===== config.mk =====
export PLATFORM = sky130hd
export DESIGN_NAME = spi_fifo_irq
export DESIGN_NICKNAME = d
export VERILOG_FILES = /design/src/rtl/spi_fifo_irq.sv
export SDC_FILE = /design/constraint.sdc
export NUM_CORES = 1
export LEC_CHECK = 0
export ABC_CLOCK_PERIOD_IN_PS = 5400
export BUFFER_PORTS_ARGS = -buffer_cell sky130_fd_sc_hd__buf_2
export CAP_MARGIN = 20
export CELL_PAD_IN_SITES_DETAIL_PLACEMENT = 0
export CELL_PAD_IN_SITES_GLOBAL_PLACEMENT = 1
export CORE_MARGIN = 8
export CORE_UTILIZATION = 25
export CTS_CLUSTER_DIAMETER = 100
export DETAILED_ROUTE_END_ITERATION = 8
export PLACE_DENSITY_LB_ADDON = 0.1
export SETUP_SLACK_MARGIN = 0.3
export SYNTH_ARGS = -nofsm -noshare
export SYNTH_HDL_FRONTEND = slang
export SYNTH_SLANG_ARGS = --single-unit

===== constraint.sdc =====
create_clock -name clk -period 5.4 [get_ports clk]
set_input_delay 0.54 -clock clk [delete_from_list [all_inputs] [get_ports clk]]
set_output_delay 0.54 -clock clk [all_outputs]
set_load 0.03 [all_outputs]

===== src/rtl/spi_fifo_irq.sv =====
module spi_fifo_irq #(
  parameter int DEPTH = 8,
  parameter int DW    = 32,
  parameter int AW    = 6
) (
  input  logic          clk,
  input  logic          rst_n,
  input  logic          wr_en,
  input  logic          rd_en,
  input  logic [AW-1:0] addr,
  input  logic [DW-1:0] wdata,
  output logic [DW-1:0] rdata,
  input  logic          eng_tx_take,
  output logic          eng_tx_valid,
  output logic [DW-1:0] eng_tx_word,
  input  logic          eng_rx_put,
  input  logic [DW-1:0] eng_rx_word,
  input  logic          eng_busy,
  output logic          irq,
  output logic          tx_dma_req,
  output logic          rx_dma_req
);
  localparam int PW = $clog2(DEPTH);
  localparam int CW = $clog2(DEPTH + 1);
  localparam logic [AW-1:0] A_STAT = AW'(0);
  localparam logic [AW-1:0] A_IEN  = AW'(4);
  localparam logic [AW-1:0] A_IST  = AW'(8);
  localparam logic [AW-1:0] A_FCTL = AW'(12);
  localparam logic [AW-1:0] A_DATA = AW'(16);

  logic [DW-1:0] tx_mem [DEPTH];
  logic [DW-1:0] rx_mem [DEPTH];
  logic [PW-1:0] tx_wp, tx_rp, rx_wp, rx_rp;
  logic [CW-1:0] tx_cnt, rx_cnt;
  logic [3:0]    tx_th, rx_th;
  logic [4:0]    ie;
  logic          st_tc, st_rc, st_ov;

  function automatic logic [PW-1:0] nxt(input logic [PW-1:0] p);
    return (int'(p) == DEPTH - 1) ? '0 : p + 1'b1;
  endfunction

  logic fc_wr, ist_wr, tx_flush, rx_flush;
  logic tx_pop, tx_push, rx_pop, rx_push;
  logic ov_ev, tc_ev, rx_hit, tx_room;

  assign fc_wr    = wr_en && (addr == A_FCTL);
  assign ist_wr   = wr_en && (addr == A_IST);
  assign tx_flush = fc_wr && wdata[12];
  assign rx_flush = fc_wr && wdata[4];
  assign tx_pop   = eng_tx_take && (tx_cnt != '0);
  assign tx_push  = wr_en && (addr == A_DATA) && ((tx_cnt != CW'(DEPTH)) || tx_pop);
  assign rx_pop   = rd_en && (addr == A_DATA) && (rx_cnt != '0);
  assign rx_push  = eng_rx_put && ((rx_cnt != CW'(DEPTH)) || rx_pop);
  assign ov_ev    = eng_rx_put && !rx_push && !rx_flush;
  assign tc_ev    = tx_pop && (tx_cnt == CW'(1)) && !tx_push && !tx_flush;
  assign rx_hit   = (rx_th != 4'd0) && (int'(rx_cnt) >= int'(rx_th));
  assign tx_room  = int'(tx_cnt) <= int'(tx_th);

  always_ff @(posedge clk) begin
    if (tx_push) tx_mem[tx_wp] <= wdata;
    if (rx_push) rx_mem[rx_wp] <= eng_rx_word;
  end

  always_ff @(posedge clk or negedge rst_n) begin
    if (!rst_n) begin
      tx_wp <= '0; tx_rp <= '0; tx_cnt <= '0;
    end else if (tx_flush) begin
      tx_wp <= '0; tx_rp <= '0; tx_cnt <= '0;
    end else begin
      if (tx_push) tx_wp <= nxt(tx_wp);
      if (tx_pop)  tx_rp <= nxt(tx_rp);
      tx_cnt <= tx_cnt + CW'(tx_push) - CW'(tx_pop);
    end
  end

  always_ff @(posedge clk or negedge rst_n) begin
    if (!rst_n) begin
      rx_wp <= '0; rx_rp <= '0; rx_cnt <= '0;
    end else if (rx_flush) begin
      rx_wp <= '0; rx_rp <= '0; rx_cnt <= '0;
    end else begin
      if (rx_push) rx_wp <= nxt(rx_wp);
      if (rx_pop)  rx_rp <= nxt(rx_rp);
      rx_cnt <= rx_cnt + CW'(rx_push) - CW'(rx_pop);
    end
  end

  always_ff @(posedge clk or negedge rst_n) begin
    if (!rst_n) begin
      ie    <= '0;
      tx_th <= 4'(DEPTH - 1);
      rx_th <= 4'd1;
      st_tc <= 1'b0;
      st_rc <= 1'b0;
      st_ov <= 1'b0;
    end else begin
      if (wr_en && (addr == A_IEN)) ie <= wdata[4:0];
      if (fc_wr) begin
        tx_th <= wdata[11:8];
        rx_th <= wdata[3:0];
      end
      st_tc <= tc_ev  | (st_tc & ~(ist_wr & wdata[4]));
      st_rc <= rx_hit | (st_rc & ~(ist_wr & wdata[3]));
      st_ov <= ov_ev  | (st_ov & ~(ist_wr & wdata[0]));
    end
  end

  assign eng_tx_valid = tx_cnt != '0;
  assign eng_tx_word  = eng_tx_valid ? tx_mem[tx_rp] : '0;
  assign irq          = (st_tc & ie[4]) | (st_rc & ie[3]) | (st_ov & ie[0]);
  assign tx_dma_req   = ie[2] & tx_room;
  assign rx_dma_req   = ie[1] & rx_hit;

  always_comb begin
    case (addr)
      A_STAT:  rdata = DW'({eng_busy, 6'b0, rx_cnt != '0});
      A_IEN:   rdata = DW'(ie);
      A_IST:   rdata = DW'({rx_hit, 4'b0, st_tc, st_rc, 2'b0, st_ov});
      A_FCTL:  rdata = DW'({tx_th, 4'b0, rx_th});
      A_DATA:  rdata = (rx_cnt != '0) ? rx_mem[rx_rp] : '0;
      default: rdata = '0;
    endcase
  end
endmodule


# After elaboration in Yosys (flattened, before gate mapping)
# Memories as Yosys holds them, arrays and structs flattened.
# Cells that the tools add are included.
[totals]
elab_cells = 106
rom_bits = 0
input_bits = 77
ff_bits = 36
mem_count = 2
ram_bits = 512
out_inout_bits = 68
latchBits = 0
[memory_table]
columns = ["memory", "words", "word_bits", "read_ports", "rd_ports_with_merged_regs", "write_ports", "line", "source"]
rows = [
  ["rx_mem", 8, 32, 1, 0, 1, "32", "logic [DW-1:0] rx_mem [DEPTH];"],
  ["tx_mem", 8, 32, 1, 0, 1, "31", "logic [DW-1:0] tx_mem [DEPTH];"],
]
[classes]
reduce_logical = 31
shift = 0
n_addsub = 8
n_div = 0
bitwise_logic = 19
magnitude_cmp = 2
n_mul = 0
muxes = 21
n_eq_ne = 11
[op_table]
columns = ["operator", "n"]
rows = [
  ["$pmux 32 s5", 1],
  ["$mux 32", 2],
  ["$mux 3", 12],
  ["$logic_and 1x1->1", 17],
  ["$add 3x1->3 const B", 4],
  ["$eq 3x1->1 const B", 4],
  ["$eq 6x4->1 const B", 2],
  ["$reduce_bool 4->1", 3],
  ["$and 1x1->1", 11],
  ["$add 4x1->4", 2],
  ["$mux 4", 2],
  ["$ne 4x4->1 const B", 2],
  ["$reduce_bool 2->1", 4],
  ["$sub 4x1->4", 2],
  ["$eq 6x3->1 const B", 1],
  ["$eq 6x5->1 const B", 1],
  ["$logic_not 6->1", 1],
  ["$or 1x1->1", 5],
  ["$eq 4x1->1 const B", 1],
  ["$ge 4x4->1", 1],
  ["$le 4x4->1", 1],
  ["$logic_not 1->1", 4],
  ["$mux 1", 4],
  ["$not 1->1", 3],
  ["$logic_or 1x1->1", 2],
]

# Depth between registers and ports, before layout
# Gate-level depths: netlist of the first run.
[logic_depth]
depth_word = 9
mapped_depth = 14
mapped_depth_nobuf = 14

# Worst setup path after synthesis of the first run
# OpenSTA, ideal clock, no wires.
[synth_timing]
path_kind = "in2reg"
startpoint = "in addr[3]"
endpoint = "mem rx_mem[4][0] (enable)"
t_arrival_ns = 4.745
path_slack_ns = 0.142
stages = 5
setup_ns = 0.513
path_buffers = 1
required_time_ns = 4.887
path_cell_list = "buf_4 nor3b_4 a41o_1 nand2_1 nor4b_1"
[synth_between]
elab_chain_len = 7
[synth_lines]
columns = ["element", "line", "source"]
rows = [
  ["start, declared", "10", "input logic [AW-1:0] addr,"],
  ["$eq 6x5->1", "53", "assign rx_pop = rd_en && (addr == A_DATA) && (rx_cnt != '0);"],
  ["$logic_and 1x1->1 (2 in series)", "53", ""],
  ["$logic_or 1x1->1", "54", "assign rx_push = eng_rx_put && ((rx_cnt != CW'(DEPTH)) || rx_pop);"],
  ["$logic_and 1x1->1", "54", ""],
  ["$mux 1", "62", "if (rx_push) rx_mem[rx_wp] <= eng_rx_word;"],
  ["$mux 1 (implied by the code)", "62", ""],
  ["end, declared", "32", ""],
]
# No other way between the ends.

# Final worst setup path of the first run
[layout_timing]
startpoint = "reg rx_rp[1]"
endpoint = "out rdata[7]"
[layout_between]
elab_chain_len = 3
[layout_lines]
columns = ["element", "line", "source"]
rows = [
  ["start, declared", "33", "logic [PW-1:0] tx_wp, tx_rp, rx_wp, rx_rp;"],
  ["start signal, assigned", "84", "if (rx_pop) rx_rp <= nxt(rx_rp);"],
  ["$mem_v2 8x32", "-", ""],
  ["$mux 32", "121", "A_DATA: rdata = (rx_cnt != '0) ? rx_mem[rx_rp] : '0;"],
  ["$pmux 32 s5", "116", "case (addr)"],
  ["end, declared", "12", "output logic [DW-1:0] rdata,"],
]
# No other way between the ends.

==> load_flow_metrics.sql, run 1 <==
INSERT INTO impl_metrics (metric_group, metric, value, unit) VALUES
('pwr', 'p_leak', '0.00863', 'µW'),
('die', 'io_pins', '145', ''),
('placed_design', 'detailedPlace.worstSlack', '1910', 'ps'),
('cts', 'worst_skew_pair.late_latency', '590', 'ps'),
('critical_path', 'cp.required', '4860', 'ps'),
('cts', 'postCtsSetupRepairBufs', '0', ''),
('detailed_routing', 'drt_first_iter_violations', '556', ''),
('finish', 'areaGrowthSynthToFinish', '20.2', '%'),
('critical_path', 'timing.critical_path.cells', 'buf_4 > mux4_2 > mux2i_1 > o21ai_0 > buf_2', ''),
('synth', 'synthDominantAreaCellType', 'edfxtp_1', ''),
('critical_path', 'worst-r2r-setup-slack', '1960', 'ps'),
('synth', 'synthesis.area', '21900', 'µm²'),
('flow_run', 'maxCapViolations', '0', ''),
('critical_path', 'timing.critical_path.arrival', '3210', 'ps'),
('global_routing', 'maximum_number_of_pins_on_one_net_before_global_route_repair', '42', ''),
('status', 'result_of_the_run', 'finished, final reports clean', ''),
('detailed_routing', 'drt-total-wl', '56.9', 'mm'),
('timing', 'min_period_over_period', '69.5', '%'),
('placed_design', 'io_buffers', '144', ''),
('synth', 'synth_edf_count', '512', ''),
('critical_path', 'start_kind', 'flop', ''),
('cts', 'cts_tree', 'yes', ''),
('global_routing', 'grt_overflow', '0', ''),
('critical_path', 'critPathKind', 'flop to primary output', ''),
('timing', 'fmaxAchievable', '0.266', 'GHz'),
('min_path', 'hold_class', 'input pin to async pin', ''),
('timing', 'maxSlewViolCount', '0', ''),
('detailed_routing', 'dr.pass1.iters', '4', ''),
('finish', 'num-nets-final', '1363', ''),
('detailed_routing', 'route.antenna.remaining_nets', '0', ''),
('die', 'fp.dieArea', '97200', 'µm²'),
('timing', 'setup_repair_after_global_routing_missed_its_margin', 'no', ''),
('die', 'fp-row-count', '108', ''),
('die', 'die_height', '312', 'µm'),
('pwr', 'power_density', '475', 'nW/µm²'),
('synth', 'postSynthNetCount', '1168', ''),
('synth', 'yosysSeqAreaShare', '74.4', '%'),
('detailed_routing', 'avgViaCountPerCell', '4.35', ''),
('die', 'die_width', '312', 'µm'),
('synth', 'netlist.area_leader.share', '70.3', '%'),
('finish', 'fin_area', '26300', 'µm²'),
('pwr', 'report.power.total', '12500', 'µW'),
('cts', 'cts_num_sinks', '548', ''),
('cts', 'cts_inserted_buffers', '68', ''),
('finish', 'drive_gt1_share', '33.4', '%'),
('global_routing', 'grt_pass1_vias', '11806', ''),
('timing', 'finalWorstPathRequiredPeriod', '3750', 'ps'),
('placed_design', 'place.detailed.hpwl', '33.5', 'mm'),
('synth', 'postSynth.topFlopCell', 'edfxtp_1', ''),
('placed_design', 'finalWeightedCongestion', '0.683', ''),
('synth', 'ys_ff_latch', '548', ''),
('detailed_routing', 'routed_wire_length_per_instance', '23.1', 'µm'),
('detailed_routing', 'vias', '10711', ''),
('cts', 'clock_tree.buffer_depth', '3', ''),
('cts', 'clkTransAtPathRegs', '50', 'ps'),
('cts', 'post_cts_hold_buffer_count', '0', ''),
('timing', 'timing.setup.tns', '0', 'ps'),
('die', 'coreArea', '86800', 'µm²'),
('global_routing', 'global_route_wire_length_before_repair', '84.0', 'mm'),
('global_routing', 'track_usage', '11.6', '%'),
('timing', 'report.final.hold_viol_count', '0', ''),
('timing', 'worst_margin_pin_slew', '965', 'ps'),
('global_routing', 'grt_antenna_before_repair', '7', ''),
('synth', 'synth_cells', '1062', ''),
('timing', 'fin_ws', '1650', 'ps'),
('detailed_routing', 'remaining_drc_errors', '0', ''),
('critical_path', 'slowest_cp_cell', 'dfrtp_4', ''),
('die', 'initial_core_util', '25.2', '%'),
('timing', 'clock-skew-final', '16.8', 'ps'),
('placed_design', 'postPlaceCellArea', '24200', 'µm²'),
('pwr', 'power.ir.vdd_worst', '222', 'µV'),
('cts', 'ctsResizeCount', '0', ''),
('cts', 'clock-root-buffer', 'clkbuf_16', ''),
('cts', 'cts_max_level', '3', ''),
('critical_path', 'worst-path-max-fanout', '41', ''),
('timing', 'relSlewSlack', '35.6', '%'),
('synth', 'ys_types', '53', ''),
('synth', 'ys_warn_count', '0', ''),
('timing', 'final-setup-viol-count', '0', ''),
('synth', 'fraction_of_registers_with_async_set_reset', '6.57', '%'),
('finish', 'finalCoreUtilization', '30.3', '%'),
('synth', 'syn_area_per_cell', '20.6', 'µm²'),
('critical_path', 'worst_path_largest_cell_delay', '910', 'ps'),
('synth', 'cell_types_with_the_largest_area_share_after_synthesis', 'edfxtp_1 (70%), mux4_2 (13%), dfrtp_1 (3.7%), mux2i_1 (3.0%), ha_1 (1.5%)', ''),
('critical_path', 'crit_path_end_kind', 'primary output', '');
where the power goes:
group	internal (µW)	total, µW	switching (µW)
combinational	1190	2770	1580
clock	2560	4320	1760
sequential	5020	5400	385
total	8770	12500	3720
cell usage in the layout (no fill, tap or decap), types with 4 or more instances in the layout:
cell type / count
nand2_1: 19
buf_4: 25
buf_2: 144
mux2_4: 8
mux2_2: 7
clkbuf_16: 69
mux2i_1: 65
xnor2_1: 4
dfstp_2: 4
edfxtp_1: 512
nor4_2: 6
clkbuf_1: 26
o21ai_0: 15
nor3_2: 6
mux4_2: 129
dfrtp_1: 26
nor2b_1: 7
inv_1: 25
nor2_1: 61
a21oi_1: 13
clkinv_1: 10
o22ai_1: 4
nand3_1: 16
nand4_1: 5
buf_12: 4
bufinv_16: 4
inv_6: 4
and2_1: 5
ha_1: 27
cell usage after synthesis (2+ instances only):
library cell	instances
a21o_1	2
a21oi_1	13
a22oi_1	3
and2_1	5
and3_1	3
buf_1	5
buf_2	22
buf_4	6
clkbuf_1	14
dfrtp_1	32
dfstp_2	4
edfxtp_1	512
fa_1	2
ha_1	27
inv_1	25
mux2_2	7
mux2_4	8
mux2i_1	65
mux4_2	129
nand2_1	19
nand2b_1	3
nand3_1	17
nand4_1	5
nor2_1	62
nor2b_1	7
nor3_1	5
nor3b_1	3
nor4_1	7
nor4b_1	2
o21ai_0	15
o22ai_1	4
o31ai_1	3
or3b_2	2
or4_1	2
xnor2_1	4
layout make-up:
cell class,instances,area (µm²)
well taps,1155,1450
clock inverters,25,259
repair buffers,173,988
inverters,26,97.6
diodes,3,7.51
multi-input cells,440,5360
flip-flops and latches,548,16300
fillers,8558,60500
clock buffers,95,1820
per-layer routing:
metal | up-vias | track usage (%) | routed length (µm)
met3 | 90 | 2.73 | 2540
met1 | 5681 | 14.5 | 24500
li1 | 4738 | - | -
met4 | 8 | 3.14 | 1150
met2 | 194 | 19.9 | 28700
met5 | - | 0 | 49
critical path: cells and delay by family (launching register included):
| kind | cells | cell delay [ps] |
|---|---|---|
| multiplexers | 2 | 800 |
| buffers and inverters | 2 | 780 |
| flip-flops | 1 | 910 |
| AO/OA/AOI/OAI | 1 | 100 |
sequential cells by signal (all words and copies together) (netlist names), 4 cells and up:
name / cells
rx_cnt: 4
rx_mem: 256
tx_mem: 256
ie: 5
tx_th: 4
tx_cnt: 4
rx_th: 4
path summary, 6_finish.rpt:
check | cells past startpoint | endpoint | from
setup reg to reg | 13 | tx_cnt[1] | tx_cnt[2]
min in group clk | 1 | rx_mem[2][25] | eng_rx_word[25]
setup / recovery | 5 | rdata[7] | rx_rp[1]
hold / removal | 1 | st_rc | rst_n
hold reg to reg | 2 | st_rc | st_rc
max in group asynchronous | 1 | rx_rp[1] | rst_n
per-stage QoR:
| stage | cells | hold slack (ps) |
|---|---|---|
| 2_1_floorplan | 1062 | 244 |
| 3_3_place_gp | 2342 | 517 |
| 3_5_place_dp | 2342 | 523 |
| 4_1_cts | 2462 | 94.1 |
| 5_1_grt | 2462 | 140 |
| 6_report | 2465 | 93.6 |
logic make-up (layout without fill, tap and decap cells):
| kind of cell | Yosys count | count (layout) | share of synthesized area [%] |
|---|---|---|---|
| DFF | 548 | 548 | 74.4 |
| muxes | 209 | 209 | 17.2 |
| other | 0 | 3 | 0 |
| xor gates and xnor gates | 4 | 4 | 0.160 |
| adders and majority gates | 29 | 29 | 1.73 |
| and+or+nand+nor | 151 | 151 | 3.65 |
| buffers and inverters | 74 | 319 | 1.53 |
| AOI/OAI and AO/OA | 47 | 47 | 1.31 |
Note: power is estimated with default switching activity, not from simulation.
==> run 2, diff against run 1 <==
- ABC_CLOCK_PERIOD_IN_PS: 5400 -> 3700
- clock period: 5.4 -> 3.7 ns (I/O delays scaled with it)
==> run 2 against run 1 <==
Net effect: cell count is 1.0% higher; core utilization increased by 0.65 points; via count decreased by 0.14%; count of clock-buffer cells in the layout shrank 14; sequential power grew 45%; clock power grew 53%; global-route usage shrank 0.23 points; register-to-register slack got worse by 1300 ps; die area is the same; largest power group unchanged.
==> load_flow_metrics.sql, run 2 (synthesized netlist as in run 1, its figures left out) <==
INSERT INTO impl_metrics (metric_group, metric, value, unit) VALUES
('status', 'result_of_the_run', 'finished, final reports clean', ''),
('global_routing', 'maximum_number_of_pins_on_one_net_before_global_route_repair', '37', ''),
('timing', 'clock-skew-final', '24.5', 'ps'),
('detailed_routing', 'avgViaCountPerCell', '4.30', ''),
('timing', 'maxSlewViolCount', '0', ''),
('pwr', 'p_leak', '0.00887', 'µW'),
('placed_design', 'place.detailed.hpwl', '34.2', 'mm'),
('detailed_routing', 'vias', '10696', ''),
('cts', 'clkTransAtPathRegs', '60', 'ps'),
('timing', 'setup_repair_after_global_routing_missed_its_margin', 'no', ''),
('die', 'initial_core_util', '25.2', '%'),
('global_routing', 'grt_pass1_vias', '11804', ''),
('die', 'die_width', '312', 'µm'),
('global_routing', 'grt_overflow', '0', ''),
('finish', 'finalCoreUtilization', '30.9', '%'),
('die', 'coreArea', '86800', 'µm²'),
('critical_path', 'timing.critical_path.cells', 'inv_1 > ha_1 > or3b_2 > nand3_4 > buf_4 > o21ai_0 > buf_2', ''),
('finish', 'num-fill-cells', '8484', ''),
('timing', 'fin_worst_hold_slack', '42.0', 'ps'),
('die', 'fp-row-count', '108', ''),
('finish', 'areaGrowthSynthToFinish', '22.7', '%'),
('critical_path', 'cp.required', '3330', 'ps'),
('timing', 'min_period_over_period', '86.4', '%'),
('timing', 'finalWorstPathRequiredPeriod', '3200', 'ps'),
('pwr', 'power.ir.vdd_worst', '333', 'µV'),
('flow_run', 'maxCapViolations', '0', ''),
('finish', 'area_taken_by_multi_input_logic_gates', '5460', 'µm²'),
('timing', 'final-setup-viol-count', '0', ''),
('critical_path', 'path_buf_inv', '3', ''),
('critical_path', 'critPathKind', 'flop to primary output', ''),
('global_routing', 'track_usage', '11.3', '%'),
('timing', 'fin_ws', '503', 'ps'),
('pwr', 'power_density', '698', 'nW/µm²'),
('cts', 'clock-root-buffer', 'clkbuf_16', ''),
('detailed_routing', 'drt-total-wl', '56.2', 'mm'),
('cts', 'cts_num_sinks', '548', ''),
('finish', 'num-nets-final', '1383', ''),
('critical_path', 'timing.critical_path.arrival', '2830', 'ps'),
('placed_design', 'placed_cells_incl_taps', '2353', ''),
('placed_design', 'finalWeightedCongestion', '0.702', ''),
('critical_path', 'crit_path_end_kind', 'primary output', ''),
('finish', 'fin_area', '26800', 'µm²'),
('finish', 'layout_top_registers', 'rx_mem x256, tx_mem x256, ie x5', ''),
('placed_design', 'io_buffers', '144', ''),
('finish', 'drive_gt1_share', '34.7', '%'),
('die', 'io_pins', '145', ''),
('global_routing', 'grt_antenna_before_repair', '9', ''),
('timing', 'worst_margin_pin_slew', '916', 'ps'),
('critical_path', 'start_kind', 'flop', ''),
('critical_path', 'path_delay_family', 'simple AND/OR/NAND/NOR gates', ''),
('detailed_routing', 'routed_wire_length_per_instance', '22.6', 'µm'),
('cts', 'cts_tree', 'yes', ''),
('die', 'die_height', '312', 'µm'),
('global_routing', 'global_route_wire_length_before_repair', '82.4', 'mm'),
('timing', 'relSlewSlack', '38.9', '%'),
('cts', 'clock_tree.buffer_depth', '3', ''),
('timing', 'fmaxAchievable', '0.313', 'GHz'),
('critical_path', 'slowest_cp_cell', 'or3b_2', ''),
('finish', 'instances_no_fill', '2490', ''),
('die', 'fp.dieArea', '97200', 'µm²'),
('cts', 'cts_max_level', '3', ''),
('finish', 'layout.cells.most_common_list', 'edfxtp_1 (512), buf_2 (144), mux4_2 (129), clkbuf_16 (69), mux2i_1 (65)', ''),
('cts', 'cts_inserted_buffers', '68', ''),
('critical_path', 'worst_path_largest_cell_delay', '540', 'ps'),
('detailed_routing', 'dr.pass1.iters', '4', ''),
('detailed_routing', 'remaining_drc_errors', '0', ''),
('finish', 'seqCellArea', '16300', 'µm²'),
('placed_design', 'detailedPlace.worstSlack', '611', 'ps'),
('detailed_routing', 'drt_first_iter_violations', '539', ''),
('placed_design', 'postPlaceCellArea', '24500', 'µm²'),
('timing', 'report.final.hold_viol_count', '0', ''),
('detailed_routing', 'route.antenna.remaining_nets', '0', ''),
('min_path', 'hold_class', 'input pin to flop', ''),
('critical_path', 'worst-path-max-fanout', '18', ''),
('finish', 'layout.cells.most_common', 'edfxtp_1', ''),
('cts', 'worst_skew_pair.late_latency', '590', 'ps');
## run 2: cell type report
cell class              count  area share [%]
clock buffers              81            6.60
inverters                  26           0.364
diodes                      5          0.0466
repair buffers            193            4.70
well taps                1155            5.38
clock inverters            42            1.85
flip-flops and latches    548            60.7
multi-input cells         440            20.4
## run 2: per-stage QoR
step / TNS [ps] / power, µW
finish: 0 / 18700
floorplan: -23350 / 10800
detailed placement: 0 / 12400
global placement: 0 / 12400
CTS: 0 / 19200
global route: 0 / 19700
## run 2: power breakdown
part,internal [µW],switching [µW],leakage (µW),total [µW]
sequential,7320,484,0.00505,7810
clock,3970,2660,0.00110,6630
combinational,1860,2440,0.00272,4300
## run 2: worst paths after layout
check | from | end | slack [ps] | cells after the start
worst max-delay path | rx_cnt[2] | rdata[7] | 500 | 7
worst min-delay path | eng_rx_word[18] | rx_mem[1][18] | 40 | 1
worst max register to register | tx_cnt[2] | tx_cnt[1] | 630 | 12
worst min register to register | st_rc | st_rc | 530 | 2
max in group asynchronous | rst_n | tx_rp[0] | 2570 | 2
min in group asynchronous | rst_n | ie[3] | 450 | 2
## run 2: routing by layer
layer	track usage [%]	wire [µm]	up-vias
met4	2.81	1050	4
met5	0	27	-
li1	-	-	4786
met1	13.9	24000	5641
met2	20.0	28700	189
met3	2.72	2360	76
## run 2: timing repair
item                       4_1_cts  5_1_grt
resized for setup                2        0
buffers inserted                 0        1
hold buffers                     8        0
setup endpoints to repair        2        8
hold endpoints to repair        72        0
pin swaps                        0        0
==> run 3, diff against run 2 <==
- ABC_CLOCK_PERIOD_IN_PS: 3700 -> 3200
- clock period: 3.7 -> 3.2 ns (I/O delays scaled with it)
==> run 3 against run 2 <==
Net effect: first-iteration DRC count is 6.7% higher; non-clock buffer count is 69 higher; die area stayed put; core utilization is 0.73 points higher; hold slack worse by 9.1 ps; cell count is 2.7% higher; largest power group unchanged; highest routed layer unchanged.
==> load_flow_metrics.sql, run 3 (synthesized netlist as in run 1, its figures left out) <==
INSERT INTO impl_metrics (metric_group, metric, value, unit) VALUES
('flow_run', 'maxCapViolations', '0', ''),
('timing', 'worst_margin_pin_slew', '954', 'ps'),
('die', 'die_height', '312', 'µm'),
('placed_design', 'io_buffers', '144', ''),
('detailed_routing', 'dr.pass1.iters', '4', ''),
('detailed_routing', 'drt-total-wl', '57.7', 'mm'),
('min_path', 'timing.hold.worst.start', 'eng_rx_word[1]', ''),
('critical_path', 'worst_path_largest_cell_delay', '510', 'ps'),
('global_routing', 'grt_antenna_before_repair', '8', ''),
('global_routing', 'grt_pass1_vias', '12275', ''),
('detailed_routing', 'avgViaCountPerCell', '4.31', ''),
('detailed_routing', 'vias', '11016', ''),
('timing', 'finalWorstPathRequiredPeriod', '2800', 'ps'),
('finish', 'layout.cells.most_common', 'edfxtp_1', ''),
('timing', 'clock-skew-final', '23.2', 'ps'),
('critical_path', 'reg2reg_from', 'tx_cnt[2]', ''),
('critical_path', 'crit_path_end_kind', 'primary output', ''),
('timing', 'relSlewSlack', '36.4', '%'),
('finish', 'areaGrowthSynthToFinish', '25.6', '%'),
('die', 'coreArea', '86800', 'µm²'),
('cts', 'worst_skew_pair.late_latency', '590', 'ps'),
('critical_path', 'start_kind', 'flop', ''),
('global_routing', 'global_route_wire_length_before_repair', '85.2', 'mm'),
('cts', 'clock_tree.buffer_depth', '3', ''),
('detailed_routing', 'remaining_drc_errors', '0', ''),
('critical_path', 'worst_setup_path_startpoint', 'rx_cnt[2]', ''),
('finish', 'layout_top_registers', 'rx_mem x256, tx_mem x256, ie x5', ''),
('critical_path', 'timing.critical_path.arrival', '2480', 'ps'),
('cts', 'clock-root-buffer', 'clkbuf_16', ''),
('critical_path', 'critPathKind', 'flop to primary output', ''),
('cts', 'cts_tree', 'yes', ''),
('finish', 'layout.cells.most_common_list', 'edfxtp_1 (512), buf_2 (142), mux4_2 (129), clkbuf_16 (69), mux2i_1 (65)', ''),
('global_routing', 'track_usage', '11.7', '%'),
('finish', 'instances_no_fill', '2557', ''),
('die', 'initial_core_util', '25.2', '%'),
('timing', 'setup_repair_after_global_routing_missed_its_margin', 'yes', ''),
('die', 'fp.dieArea', '97200', 'µm²'),
('pwr', 'p_leak', '0.00913', 'µW'),
('placed_design', 'placed_cells_incl_taps', '2361', ''),
('timing', 'final-setup-viol-count', '0', ''),
('cts', 'cts_inserted_buffers', '68', ''),
('timing', 'report.final.hold_viol_count', '0', ''),
('detailed_routing', 'drt_first_iter_violations', '575', ''),
('finish', 'num-nets-final', '1452', ''),
('detailed_routing', 'route.antenna.remaining_nets', '0', ''),
('global_routing', 'maximum_number_of_pins_on_one_net_before_global_route_repair', '37', ''),
('cts', 'cts_num_sinks', '548', ''),
('die', 'die_width', '312', 'µm'),
('placed_design', 'place.detailed.hpwl', '34.5', 'mm'),
('die', 'fp-row-count', '108', ''),
('pwr', 'report.power.total', '21400', 'µW'),
('min_path', 'hold_class', 'input pin to flop', ''),
('critical_path', 'timing.critical_path.cells', 'inv_2 > ha_2 > or3b_4 > buf_4 > nand3_4 > o21ai_0 > buf_2', ''),
('cts', 'cts_max_level', '3', ''),
('timing', 'fmaxAchievable', '0.357', 'GHz'),
('critical_path', 'worst-path-max-fanout', '5', ''),
('detailed_routing', 'routed_wire_length_per_instance', '22.6', 'µm'),
('die', 'io_pins', '145', ''),
('timing', 'timing.setup.tns', '0', 'ps'),
('status', 'result_of_the_run', 'finished, final reports clean', ''),
('timing', 'min_period_over_period', '87.5', '%'),
('finish', 'drive_gt1_share', '34.7', '%'),
('pwr', 'power_density', '779', 'nW/µm²'),
('pwr', 'power.ir.vdd_worst', '367', 'µV'),
('placed_design', 'finalWeightedCongestion', '0.695', ''),
('global_routing', 'grt_overflow', '0', ''),
('critical_path', 'slowest_cp_cell', 'o21ai_0', ''),
('timing', 'maxSlewViolCount', '0', ''),
('critical_path', 'cp.required', '2880', 'ps'),
('cts', 'clkTransAtPathRegs', '60', 'ps'),
('finish', 'finalCoreUtilization', '31.7', '%');
[run 3: repair_timing]
action	4_1_cts	5_1_grt
endpoints found under the setup margin	59	5
resized for setup	11	3
endpoints found under the hold margin	413	0
buffers inserted	16	2
hold buffers	52	0
gates cloned	0	0
pin swaps	2	1
[run 3: worst paths after layout]
path                                 to  slack, ps  depth (start not counted)
max in group asynchronous      rx_rp[1]       2070                          2
max                            rdata[8]        400                          7
min in group asynchronous      rx_wp[2]        400                          2
min                        rx_mem[7][1]         30                          1
max reg2reg                   tx_cnt[1]        620                         12
min reg2reg                       st_rc        540                          2
[run 3: final cells by class]
class | instances | area, µm²
well taps | 1155 | 1450
clock inverters | 29 | 248
multi-input cells | 440 | 5490
repair buffers | 262 | 2060
fillers | 8495 | 59300
diodes | 6 | 15.0
inverters | 26 | 97.6
clock buffers | 91 | 1820
flip-flops and latches | 548 | 16300
[run 3: report_power, final]
part,total (µW),switching [µW],internal [µW]
clock,7110,3000,4110
sequential,8930,460,8470
combinational,5350,3030,2320
total,21400,6490,14900
[run 3: layer usage]
metal / part of all wire, % / wire length [µm] / track usage [%] / up-vias
li1: - / - / - / 4925
met1: 42 / 24500 / 14.4 / 5785
met2: 51 / 29100 / 20.2 / 217
met3: 4.6 / 2640 / 2.87 / 85
met4: 2.4 / 1370 / 3.46 / 4
met5: 0.045 / 26 / 0 / -
[run 3: per-stage QoR]
step	setup WS, ps	hold slack (ps)	cell area, µm²
after floorplan	-393	24.4	22000
after global placement	559	518	24600
after detailed placement	554	507	24600
after CTS	306	1.54	27400
after global routing	268	10.8	27500
final	400	32.9	27500
[run 3: critical path, delay by kind of cell, from the launching register on]
kind	cells	cell delay (ps)
AOI/OAI and AO/OA	1	510
buffers and inverters	3	480
DFF	1	360
and+or+nand+nor	2	360
adders and majority gates	1	180
